**src/rtl/afr_pkg.sv**
```systemverilog
package afr_pkg;

  typedef enum logic [1:0] {
    CH_ON       = 2'd0,
    CH_OFF_WAIT = 2'd1,
    CH_RETRY    = 2'd2
  } chanState_e;

  // per-channel retry timer strobes from control to datapath
  typedef struct packed {
    logic load;
    logic dec;
  } retryStb_t;

  // indicator timer strobes plus global clear
  typedef struct packed {
    logic load;
    logic tick;
    logic clearAll;
  } flagStb_t;

endpackage

```
**src/rtl/afr_timers.sv**
```systemverilog
module afr_timers
  import afr_pkg::*;
#(
  parameter int NCH         = 2,
  parameter int RETRY_TICKS = 500,
  parameter int FLAG_TICKS  = 100
) (
  input  logic                clk,
  input  logic                rstN,
  input  retryStb_t [NCH-1:0] chStb,
  input  flagStb_t            flagStb,
  output logic      [NCH-1:0] retryLast,
  output logic                flagActive
);

  localparam int RW = $clog2(RETRY_TICKS + 1);
  localparam int FW = $clog2(FLAG_TICKS + 1);
  localparam logic [RW-1:0] RETRY_LOAD = RW'(RETRY_TICKS);
  localparam logic [FW-1:0] FLAG_LOAD  = FW'(FLAG_TICKS);

  for (genvar gi = 0; gi < NCH; gi++) begin : g_retry
    logic [RW-1:0] retryCnt;

    always_ff @(posedge clk or negedge rstN) begin
      if (!rstN) begin
        retryCnt <= '0;
      end else if (flagStb.clearAll) begin
        retryCnt <= '0;
      end else if (chStb[gi].load) begin
        retryCnt <= RETRY_LOAD;
      end else if (chStb[gi].dec && (retryCnt != '0)) begin
        retryCnt <= retryCnt - 1'b1;
      end
    end

    assign retryLast[gi] = (retryCnt == RW'(1));
  end

  logic [FW-1:0] flagCnt;

  always_ff @(posedge clk or negedge rstN) begin
    if (!rstN) begin
      flagCnt <= '0;
    end else if (flagStb.clearAll) begin
      flagCnt <= '0;
    end else if (flagStb.load) begin
      flagCnt <= FLAG_LOAD;
    end else if (flagStb.tick && (flagCnt != '0)) begin
      flagCnt <= flagCnt - 1'b1;
    end
  end

  assign flagActive = (flagCnt != '0);

endmodule

```
**src/rtl/afr_ctrl.sv**
```systemverilog
module afr_ctrl
  import afr_pkg::*;
#(
  parameter int NCH  = 2,
  parameter int NGLB = 2
) (
  input  logic                clk,
  input  logic                rstN,
  input  logic                tick,
  input  logic                standalone,
  input  logic      [NCH-1:0] chanFault,
  input  logic     [NGLB-1:0] globalFault,
  input  logic      [NCH-1:0] retryLast,
  output retryStb_t [NCH-1:0] chStb,
  output flagStb_t            flagStb,
  output logic      [NCH-1:0] chanEn
);

  logic           anyGlobal;
  logic [NCH-1:0] faultEvt;

  assign anyGlobal = |globalFault;

  for (genvar gi = 0; gi < NCH; gi++) begin : g_chan
    chanState_e state, stateNxt;
    retryStb_t  stbLoc;
    logic       evtLoc;
    logic       fault;

    assign fault = chanFault[gi] | anyGlobal;

    always_comb begin
      stateNxt = state;
      stbLoc   = '0;
      evtLoc   = 1'b0;
      if (!standalone) begin
        stateNxt = CH_ON;
      end else begin
        case (state)
          CH_ON: begin
            if (fault) begin
              stateNxt    = CH_OFF_WAIT;
              stbLoc.load = 1'b1;
              evtLoc      = 1'b1;
            end
          end
          CH_OFF_WAIT: begin
            if (tick) begin
              if (retryLast[gi]) stateNxt = CH_RETRY;
              else               stbLoc.dec = 1'b1;
            end
          end
          CH_RETRY: begin
            if (tick) begin
              if (fault) begin
                stateNxt    = CH_OFF_WAIT;
                stbLoc.load = 1'b1;
                evtLoc      = 1'b1;
              end else begin
                stateNxt = CH_ON;
              end
            end
          end
          default: stateNxt = CH_ON;
        endcase
      end
    end

    always_ff @(posedge clk or negedge rstN) begin
      if (!rstN) state <= CH_ON;
      else       state <= stateNxt;
    end

    assign chStb[gi]    = stbLoc;
    assign faultEvt[gi] = evtLoc;
    assign chanEn[gi]   = (state != CH_OFF_WAIT);
  end

  assign flagStb.load     = |faultEvt;
  assign flagStb.tick     = tick;
  assign flagStb.clearAll = ~standalone;

endmodule

```
**src/rtl/fault_retry_sup.sv**
```systemverilog
module fault_retry_sup
  import afr_pkg::*;
#(
  parameter int NCH         = 2,
  parameter int NGLB        = 2,
  parameter int RETRY_TICKS = 500,
  parameter int FLAG_TICKS  = 100
) (
  input  logic            clk,
  input  logic            rstN,
  input  logic            tick,
  input  logic [1:0]      addrStrap,
  input  logic [NCH-1:0]  chanFault,
  input  logic [NGLB-1:0] globalFault,
  output logic [NCH-1:0]  chanEn,
  output logic            flagN
);

  logic                standalone;
  logic      [NCH-1:0] retryLast;
  logic                flagActive;
  retryStb_t [NCH-1:0] chStb;
  flagStb_t            flagStb;

  assign standalone = (addrStrap == 2'b00);

  afr_ctrl #(.NCH(NCH), .NGLB(NGLB)) i_ctrl (
    .clk        (clk),
    .rstN       (rstN),
    .tick       (tick),
    .standalone (standalone),
    .chanFault  (chanFault),
    .globalFault(globalFault),
    .retryLast  (retryLast),
    .chStb      (chStb),
    .flagStb    (flagStb),
    .chanEn     (chanEn)
  );

  afr_timers #(.NCH(NCH), .RETRY_TICKS(RETRY_TICKS), .FLAG_TICKS(FLAG_TICKS)) i_timers (
    .clk       (clk),
    .rstN      (rstN),
    .chStb     (chStb),
    .flagStb   (flagStb),
    .retryLast (retryLast),
    .flagActive(flagActive)
  );

  assign flagN = ~flagActive;

endmodule

```
**config.mk**
```make
export PLATFORM = sky130hd
export DESIGN_NAME = fault_retry_sup
export DESIGN_NICKNAME = d
export VERILOG_FILES = /design/src/rtl/afr_pkg.sv /design/src/rtl/afr_timers.sv /design/src/rtl/afr_ctrl.sv /design/src/rtl/fault_retry_sup.sv
export SDC_FILE = /design/constraint.sdc
export NUM_CORES = 1
export LEC_CHECK = 0
export BUFFER_PORTS_ARGS = -buffer_cell sky130_fd_sc_hd__buf_2
export CAP_MARGIN = 20
export CORE_MARGIN = 2
export CORE_UTILIZATION = 55
export DETAILED_ROUTE_END_ITERATION = 8
export PLACE_DENSITY = 0.77
export SLEW_MARGIN = 20
export SYNTH_ARGS = -nofsm -noshare
export SYNTH_HDL_FRONTEND = slang
export SYNTH_SLANG_ARGS = --single-unit
export TNS_END_PERCENT = 10
```
**constraint.sdc**
```tcl
create_clock -name clk -period 4.7 [get_ports clk]
set_input_delay 0.94 -clock clk [delete_from_list [all_inputs] [get_ports clk]]
set_output_delay 0.94 -clock clk [all_outputs]
set_load 0.005 [all_outputs]
```
# After elaboration in Yosys (flattened, before gate mapping)
# Cells that the tools add are included.
[totals]
reg_bits = 29
inputBits = 9
output_inout_bits = 3
word_cells = 82
[classes]
n_addsub = 3
n_eq_ne = 19
mux = 39
bitwise = 3
reduce_logical = 13
[op_table]
columns = ["operator", "count"]
rows = [
  ["$mux 9", 6],
  ["$mux 2", 12],
  ["$ne 3x3->1 const B", 8],
  ["$mux 7", 3],
  ["$eq 9x1->1 const B", 2],
  ["$reduce_bool 9->1", 2],
  ["$sub 9x1->9 const B", 2],
  ["$mux 1", 14],
  ["$pmux 2 s3", 2],
  ["$ne 3x2->1 const B", 3],
  ["$reduce_and 4->1", 2],
  ["$reduce_bool 7->1", 1],
  ["$sub 7x1->7 const B", 1],
  ["$logic_not 2->1", 3],
  ["$eq 2x1->1 const B", 2],
  ["$eq 2x2->1 const B", 2],
  ["$ne 2x1->1 const B", 2],
  ["$pmux 1 s2", 2],
  ["$reduce_or 2->1", 2],
  ["$logic_and 1x1->1", 3],
  ["$or 1x1->1", 2],
  ["$not 1->1", 1],
]

# Depth between registers and ports, before layout
# Gate-level depths: netlist (run 1).
[logic_depth]
word_depth = 10
depth_mapped = 7
depth_no_buf = 6

# Cells and area by module
# Synthesis (run 1) repeated with hierarchy kept, for this count alone.
[unflattened]
hier_cells = 177
area_unflattened_um2 = 1692.9
[modules_own_cells]
columns = ["mod", "n_inst", "cells_per_inst", "area_each_um2", "seq_area_each_um2"]
rows = [
  ["afr_timers", 1, 145, 1428.9, 625.6],
  ["afr_ctrl", 1, 30, 256.5, 100.1],
  ["fault_retry_sup", 1, 2, 7.5, 0.0],
]

# Worst setup path before layout (run 1)
# OpenSTA, ideal clock, no wires.
[synth_timing]
kind = "input -> register"
start = "input port addrStrap[1]"
end = "register i_timers.g_retry[1].retryCnt[8]"
t_arrival_ps = 2026
path_slack_ps = 2592
path_stages = 4
path_cell_list = "nor3b_4 -> nand3_2 -> or4_1 -> a31oi_1"
[synth_between]
elab_chain_len = 4
word_cells_on_any_way = 6
[synth_rtl]
columns = ["item", "line", "text"]
rows = [
  ["start, declared", "fault_retry_sup.sv:12", "input logic [1:0] addrStrap,"],
  ["$logic_not 2->1 (*)", "fault_retry_sup.sv:25", "assign standalone = (addrStrap == 2'b00);"],
  ["$mux 2", "afr_ctrl.sv:36", "if (!standalone) begin"],
  ["$logic_and 1x1->1 / $mux 9 (equally long branches)", "afr_timers.sv:31, afr_timers.sv:29", ""],
  ["$ne 3x2->1 (no line) / $mux 9 (equally long branches)", "--", ""],
  ["end signal, assigned", "afr_timers.sv:32", "retryCnt <= retryCnt - 1'b1;"],
  ["end, declared", "afr_timers.sv:22", "logic [RW-1:0] retryCnt;"],
]
# Mark *: on every way between the ends. The rest lies on a longest branch, timed or not.
# A chain may end at the register's enable or synchronous reset.

# Worst setup path after layout (run 1)
[layout_timing]
start = "register i_timers.flagCnt[3]"
end = "output port flagN"
[layout_between]
elab_chain_len = 2
[layout_rtl]
columns = ["item", "line", "text"]
rows = [
  ["start, declared", "afr_timers.sv:39", "logic [FW-1:0] flagCnt;"],
  ["start signal, assigned", "afr_timers.sv:49", "flagCnt <= flagCnt - 1'b1;"],
  ["$reduce_bool 7->1", "afr_timers.sv:53", "assign flagActive = (flagCnt != '0);"],
  ["$not 1->1", "fault_retry_sup.sv:49", "assign flagN = ~flagActive;"],
  ["end, declared", "fault_retry_sup.sv:16", "output logic flagN"],
]
# Every way passes these cells.

==> out/results.ini, run 1 <==
[outcome]
status=complete, no violations

[hold_path]
hp-class=reg2reg
holdCritStartpoint=i_timers.g_retry[1].retryCnt[1]
whs_path_depth=2
whs_endpoint=i_timers.g_retry[1].retryCnt[1]

[route]
vias_per_cell=6.068
totalWireLength_mm=3.601
via_count=1438
wl_per_cell_um=15.19
drc_errors=0
drt-initial-drc-count=70
drtPass1Iterations=4
ant_nets=0

[placement]
gp_congestion=0.8111
dp_hpwl_mm=2.602
dpl_cell_area_um2=1800
numPortBuffers=11
dpl.cell_count=230

[final_layout]
finish.instance_area_um2=1856
antenna_cells=0
finalNetCount=210
drive_above_1_share_pct=16.06
area_delta_synth_final_pct=7.620
final_common_cell=dfrtp_1
fin_cells=237
fillerInstances=279
final_cell_mix=dfrtp_1, a31oi_1, or4_1, nor2_1

[global_routing]
grt.total_usage_pct=23.31
first_global_vias=1345
antenna_found_initial=0
grt_pass1_wl_mm=6.182
grt_max_degree=30
grt_overflow=0

[floorplanning]
die_y_um=59.99
die_area_um2=3599
pin_count=12
die_x_um=59.99
num_rows=20
coreArea_um2=3028
initial_utilization_pct=56.94

[clocking]
clock_latency_ns=0.33
cts_tree=done
cts_root_buffer=clkbuf_4
post_cts_buffers=0
hold_buffers=0
cts_sinks=29
ctsResizeCount=0
cts_made_buffers=5
htreeDepth=2
cts_buffer_depth=2
path_clk_slew_ns=0.09

[pwr]
total_power_uw=497.2
power_density_nw_per_um2=267.9
ir_drop_uv=168.9
power.leakage_uw=0.0007577

[synthesis]
synth.distinct_cells=37
synth_area_um2=1724
netlist_instances=183
syn_area_per_cell_um2=9.422
synth_nets=200
ys_seq_area_share_pct=42.09
yosysWarnings=0
synth_seq_cells=29

[timing]
skew_ns=0.01497
fin_crit_ns=2.696
holdWs_ns=0.5294
tightest_slew_ns=0.9925
hold_viol=0
max_clock_freq_mhz=370.9
setup_viol=0
setup_tns_ns=0
min_period_over_period_pct=57.36
relSlewSlack_pct=33.26
finalMaxSlewViolations=0
rsz0062_at_grt=false

[setup_path]
crit_fanout=6
end_kind=primary output
reg2reg_depth=4
rrSetupSlack_ns=2.28
arrival_ns=1.76
worstSetupPathType=reg2out
critical_path_required_ns=3.76
reg2reg_to=i_timers.g_retry[0].retryCnt[4]
r2r_start=i_timers.g_retry[0].retryCnt[5]
start_kind=flop

[flow_run]
cap_violations=0

## layout make-up
class / count / area [µm²] / area share (%)
Multi-Input combinational cell: 135 / 923.4 / 49.76
Sequential cell: 29 / 725.7 / 39.11
Clock buffer: 7 / 55.05 / 2.967
Timing Repair Buffer: 11 / 55.05 / 2.967
Tap cell: 44 / 55.05 / 2.967
Inverter: 11 / 41.29 / 2.225
## routing by layer
metal,share of wire (%),up-vias,track usage (%)
li1,-,694,-
met4,1.6,0,7.937
met2,51,23,36.65
met1,44,714,30.90
met3,3.3,7,6.494
met5,0,-,0
## per-stage QoR
| stage | worst slack, ns | util [%] |
|---|---|---|
| 6_report | 2.004 | 61.28 |
| 3_5_place_dp | 2.203 | 59.46 |
| 5_1_grt | 1.884 | 61.28 |
| 3_3_place_gp | 2.285 | 59.46 |
| 4_1_cts | 2.003 | 61.28 |
| 2_1_floorplan | 2.592 | - |
## worst max-delay path, cell delays in order, from the launching register on
cell     delay, ns
dfrtp_1       0.42
or4_1         0.64
nor2_1        0.22
buf_2         0.15
## logic make-up after synthesis
logic type	count (synthesis)	synth area share (%)
buf+inv	19	4.354
simple gates	76	26.12
compound gates	45	18.50
fa+ha+maj	8	5.806
xor+xnor	5	2.540
mux	1	0.5806
flops	29	42.09
## worst max path at each step
| stage | slack (ns) | cells after the start | from | to |
|---|---|---|---|---|
| final | 2.00 | 3 | i_timers.flagCnt[3] | flagN |
| after floorplan | 2.59 | 4 | addrStrap[1] | i_timers.g_retry[1].retryCnt[8] |
| after global placement | 2.29 | 5 | tick | i_timers.g_retry[0].retryCnt[8] |
| after global routing | 1.88 | 3 | i_timers.flagCnt[3] | flagN |
| after CTS | 2.00 | 3 | i_timers.flagCnt[3] | flagN |
| after detailed placement | 2.20 | 5 | tick | i_timers.g_retry[0].retryCnt[8] |
## where the power goes
group / internal [µW] / switching [µW]
registers: 258 / 9.13
clock network: 70.5 / 84.1
logic: 25.9 / 49.2
total: 355 / 142
## synth_stat cells, drive strengths merged
library cell / number / share of area [%]
dfrtp: 29 / 42
a31oi: 14 / 5.1
nor2: 12 / 2.6
or3: 12 / 4.5
or4: 12 / 5.2
inv: 11 / 2.4
nand2: 9 / 2.0
o31ai: 9 / 3.9
ha: 8 / 5.8
nor3: 7 / 2.0
o21ai: 7 / 2.0
or2: 7 / 2.5
a21oi: 6 / 1.7
clkbuf: 5 / 1.1
nor2b: 5 / 1.8
buf: 3 / 0.87
nand3: 3 / 1.2
xnor2: 3 / 1.5
nand2b: 2 / 0.73
nand4: 2 / 0.73
nor3b: 2 / 1.5
o21bai: 2 / 0.87
xor2: 2 / 1.0
a2111oi: 1 / 0.87
a211oi: 1 / 0.44
a22oi: 1 / 0.44
a2bb2oi: 1 / 0.51
and2: 1 / 0.36
mux2i: 1 / 0.58
nor4: 1 / 0.36
nor4bb: 1 / 0.58
o211ai: 1 / 0.44
o311a: 1 / 1.2
o311ai: 1 / 0.94
## registers in the layout (all words and copies together) (netlist names)
register / count
i_timers.g_retry.retryCnt: 18
i_ctrl.g_chan.state: 4
i_timers.flagCnt: 7
No activity file was read; power rests on OpenSTA's default activity.
==> inputs of run 2 (changes only) <==
Settings changed: CORE_UTILIZATION 55 to 53.
Clock period 4.7 ns to 2.2 ns, I/O delays scaled along.
==> run 2 against run 1 <==
Effect of this change:
- combinational power grew 130%
- clock power is 100% higher
- worst setup slack worse by 1.9 ns
- sequential share of layout area fell by 0.62 points
- flip-flop and latch count unchanged
- global-route usage increased by 0.65 points
- count of clock-buffer cells in the layout shrank 1
- highest routed layer unchanged
- sequential power is 110% higher
- critical endpoint unchanged
- critical path depth unchanged
==> out/results.ini, run 2 (synthesis gave the netlist of run 1 again) <==
[outcome]
status=complete, no violations  ; unchanged

[setup_path]
cp_slowest_cell=or4_4  ; was or4_1
reg2reg_depth=7  ; was 4
rrSetupSlack_ns=0.24  ; was 2.28 ns
cp_top_family=simple AND/OR/NAND/NOR gates  ; unchanged
cp_cell_sequence=or4_4 -> nor2_1 -> buf_2  ; was or4_1 -> nor2_1 -> buf_2
start_kind=flop  ; unchanged
reg2reg_to=i_timers.g_retry[1].retryCnt[5]  ; was i_timers.g_retry[0].retryCnt[4]
r2r_start=i_timers.g_retry[1].retryCnt[0]  ; was i_timers.g_retry[0].retryCnt[5]
end_kind=primary output  ; unchanged
arrival_ns=1.69  ; was 1.76 ns
critPathBufInv=1  ; unchanged
critical_path_required_ns=1.76  ; was 3.76 ns
worstSetupPathType=reg2out  ; unchanged
max_stage_delay_ns=0.59  ; was 0.64 ns
crit_fanout=6  ; unchanged

[pwr]
power_frac_comb_pct=16.2  ; was 15.1%
ir_drop_uv=337.1  ; was 168.9 µV
power_density_nw_per_um2=561.2  ; was 267.9 nW/µm²
power.leakage_uw=0.0007782  ; was 0.0007577 µW
p_switching_uw=319.2  ; was 142.4 µW
power.share.switching_pct=30.17  ; was 28.65%
p_int_uw=739.0  ; was 354.8 µW
seqPwrFrac_pct=54.0  ; was 53.8%
power_frac_clock_pct=29.8  ; was 31.1%

[timing]
holdWs_ns=0.09298  ; was 0.5294 ns
fin_crit_ns=2.135
setup_tns_ns=0  ; unchanged
finalMaxSlewViolations=0  ; unchanged
max_clock_freq_mhz=468.5
setup_viol=0  ; unchanged
min_period_over_period_pct=97.03
relSlewSlack_pct=55.98  ; was 33.26%
hold_viol=0  ; unchanged
skew_ns=0.01708  ; was 0.01497 ns
tightest_slew_ns=0.6553  ; was 0.9925 ns
rsz0062_at_grt=false  ; unchanged

[global_routing]
grt_max_degree=30  ; unchanged
grt_overflow=0  ; unchanged
antenna_found_initial=0  ; unchanged
grt_pass1_wl_mm=6.492  ; was 6.182 mm
grt.total_usage_pct=23.96  ; was 23.31%
first_global_vias=1482  ; was 1345

[final_layout]
finalNetCount=214  ; was 210
largest_register=i_timers.g_retry.retryCnt  ; unchanged
final_cell_mix=dfrtp_1, a31oi_1, nor2_1  ; was dfrtp_1, a31oi_1, or4_1, nor2_1
largest_reg_flops=18  ; unchanged
area_delta_synth_final_pct=9.361  ; was 7.620%
drive_above_1_share_pct=18.69  ; was 16.06%
final_common_cell=dfrtp_1  ; unchanged
finish.utilization_pct=61.26  ; was 61.28%
finish.instance_area_um2=1886  ; was 1856 µm²
reg_top3=i_timers.g_retry.retryCnt (18), i_timers.flagCnt (7), i_ctrl.g_chan.state (4)  ; unchanged
antenna_cells=0  ; unchanged

[floorplanning]
initial_utilization_pct=56.02  ; was 56.94%
coreArea_um2=3078  ; was 3028 µm²
pin_count=12  ; unchanged
num_rows=20  ; unchanged
die_y_um=61.04  ; was 59.99 µm
die_area_um2=3725  ; was 3599 µm²
die_x_um=61.04  ; was 59.99 µm

[route]
vias_per_cell=6.107  ; was 6.068
wl_per_cell_um=15.12  ; was 15.19 µm
totalWireLength_mm=3.660  ; was 3.601 mm
drt-initial-drc-count=128  ; was 70
ant_nets=0  ; unchanged
via_count=1478  ; was 1438
drc_errors=0  ; unchanged
drtPass1Iterations=4  ; unchanged

[clocking]
ctsResizeCount=0  ; unchanged
clock_latency_ns=0.35  ; was 0.33 ns
cts_tree=done  ; unchanged
cts_made_buffers=5  ; unchanged
path_clk_slew_ns=0.10  ; was 0.09 ns
htreeDepth=2  ; unchanged
cts_sinks=29  ; unchanged
cts_buffer_depth=2  ; unchanged
hold_buffers=0  ; unchanged
post_cts_buffers=0  ; unchanged
cts_root_buffer=clkbuf_4  ; unchanged

[placement]
dp_hpwl_mm=2.692  ; was 2.602 mm
dpl_cell_area_um2=1831  ; was 1800 µm²
numPortBuffers=11  ; unchanged
gp_congestion=0.8093  ; was 0.8111

[hold_path]
hp-class=in2async  ; was reg2reg

[flow_run]
cap_violations=0  ; unchanged

==> run 2: cell types whose count changed in the layout (fill, tap and decap cells not counted), sizes merged <==
cell / before / now
buf: 11 / 15
clkbuf: 7 / 6
clkinv: 0 / 2
==> run 2: through the flow <==
step,setup slack [ns],cells,power [µW]
after global routing,0.006632,242,1109
after global placement,0.3077,234,740.7
after detailed placement,0.1938,234,751.2
after floorplan,0.3716,183,691.6
final,0.06543,242,1058
after CTS,0.02838,242,1058
==> run 2: layer usage <==
layer	up-vias	global-route usage (%)	share of wire (%)
met1	737	28.09	40
met2	30	42.40	54
li1	704	-	-
met5	-	0	0
met3	7	5.042	3.8
met4	0	9.938	1.7
==> run 2: worst register-to-register path, stage by stage, from the launching register on <==
cell      delay [ns]
dfrtp_1         0.39
inv_1           0.11
ha_1            0.21
o21bai_1        0.26
o21bai_1        0.10
buf_4           0.17
or4_1           0.46
a31oi_1         0.19
==> run 2: how the worst max path moves through the flow <==
stage                               startpoint                              end  cells past startpoint
2_1_floorplan  i_timers.g_retry[0].retryCnt[5]  i_timers.g_retry[0].retryCnt[1]                      4
3_3_place_gp                      addrStrap[1]  i_timers.g_retry[1].retryCnt[5]                      5
3_5_place_dp                      addrStrap[1]  i_timers.g_retry[1].retryCnt[7]                      5
4_1_cts                    i_timers.flagCnt[3]                            flagN                      3
5_1_grt                    i_timers.flagCnt[3]                            flagN                      3
6_report                   i_timers.flagCnt[3]                            flagN                      3
==> run 2: cell type report <==
cell class	count	area [µm²]
Tap cell	44	55.05
Clock inverter	2	10.01
Fill cell	288	1192
Timing Repair Buffer	15	85.08
Clock buffer	6	41.29
Inverter	11	41.29
Sequential cell	29	725.7
Multi-Input combinational cell	135	927.1
==> run 2: power by group through the flow <==
stage | Sequential [µW] | Combinational, µW | Clock [µW]
6_report | 572 | 171 | 315
5_1_grt | 576 | 195 | 339
4_1_cts | 571 | 171 | 316
3_5_place_dp | 581 | 170 | 0
3_3_place_gp | 579 | 162 | 0
2_1_floorplan | 575 | 116 | 0
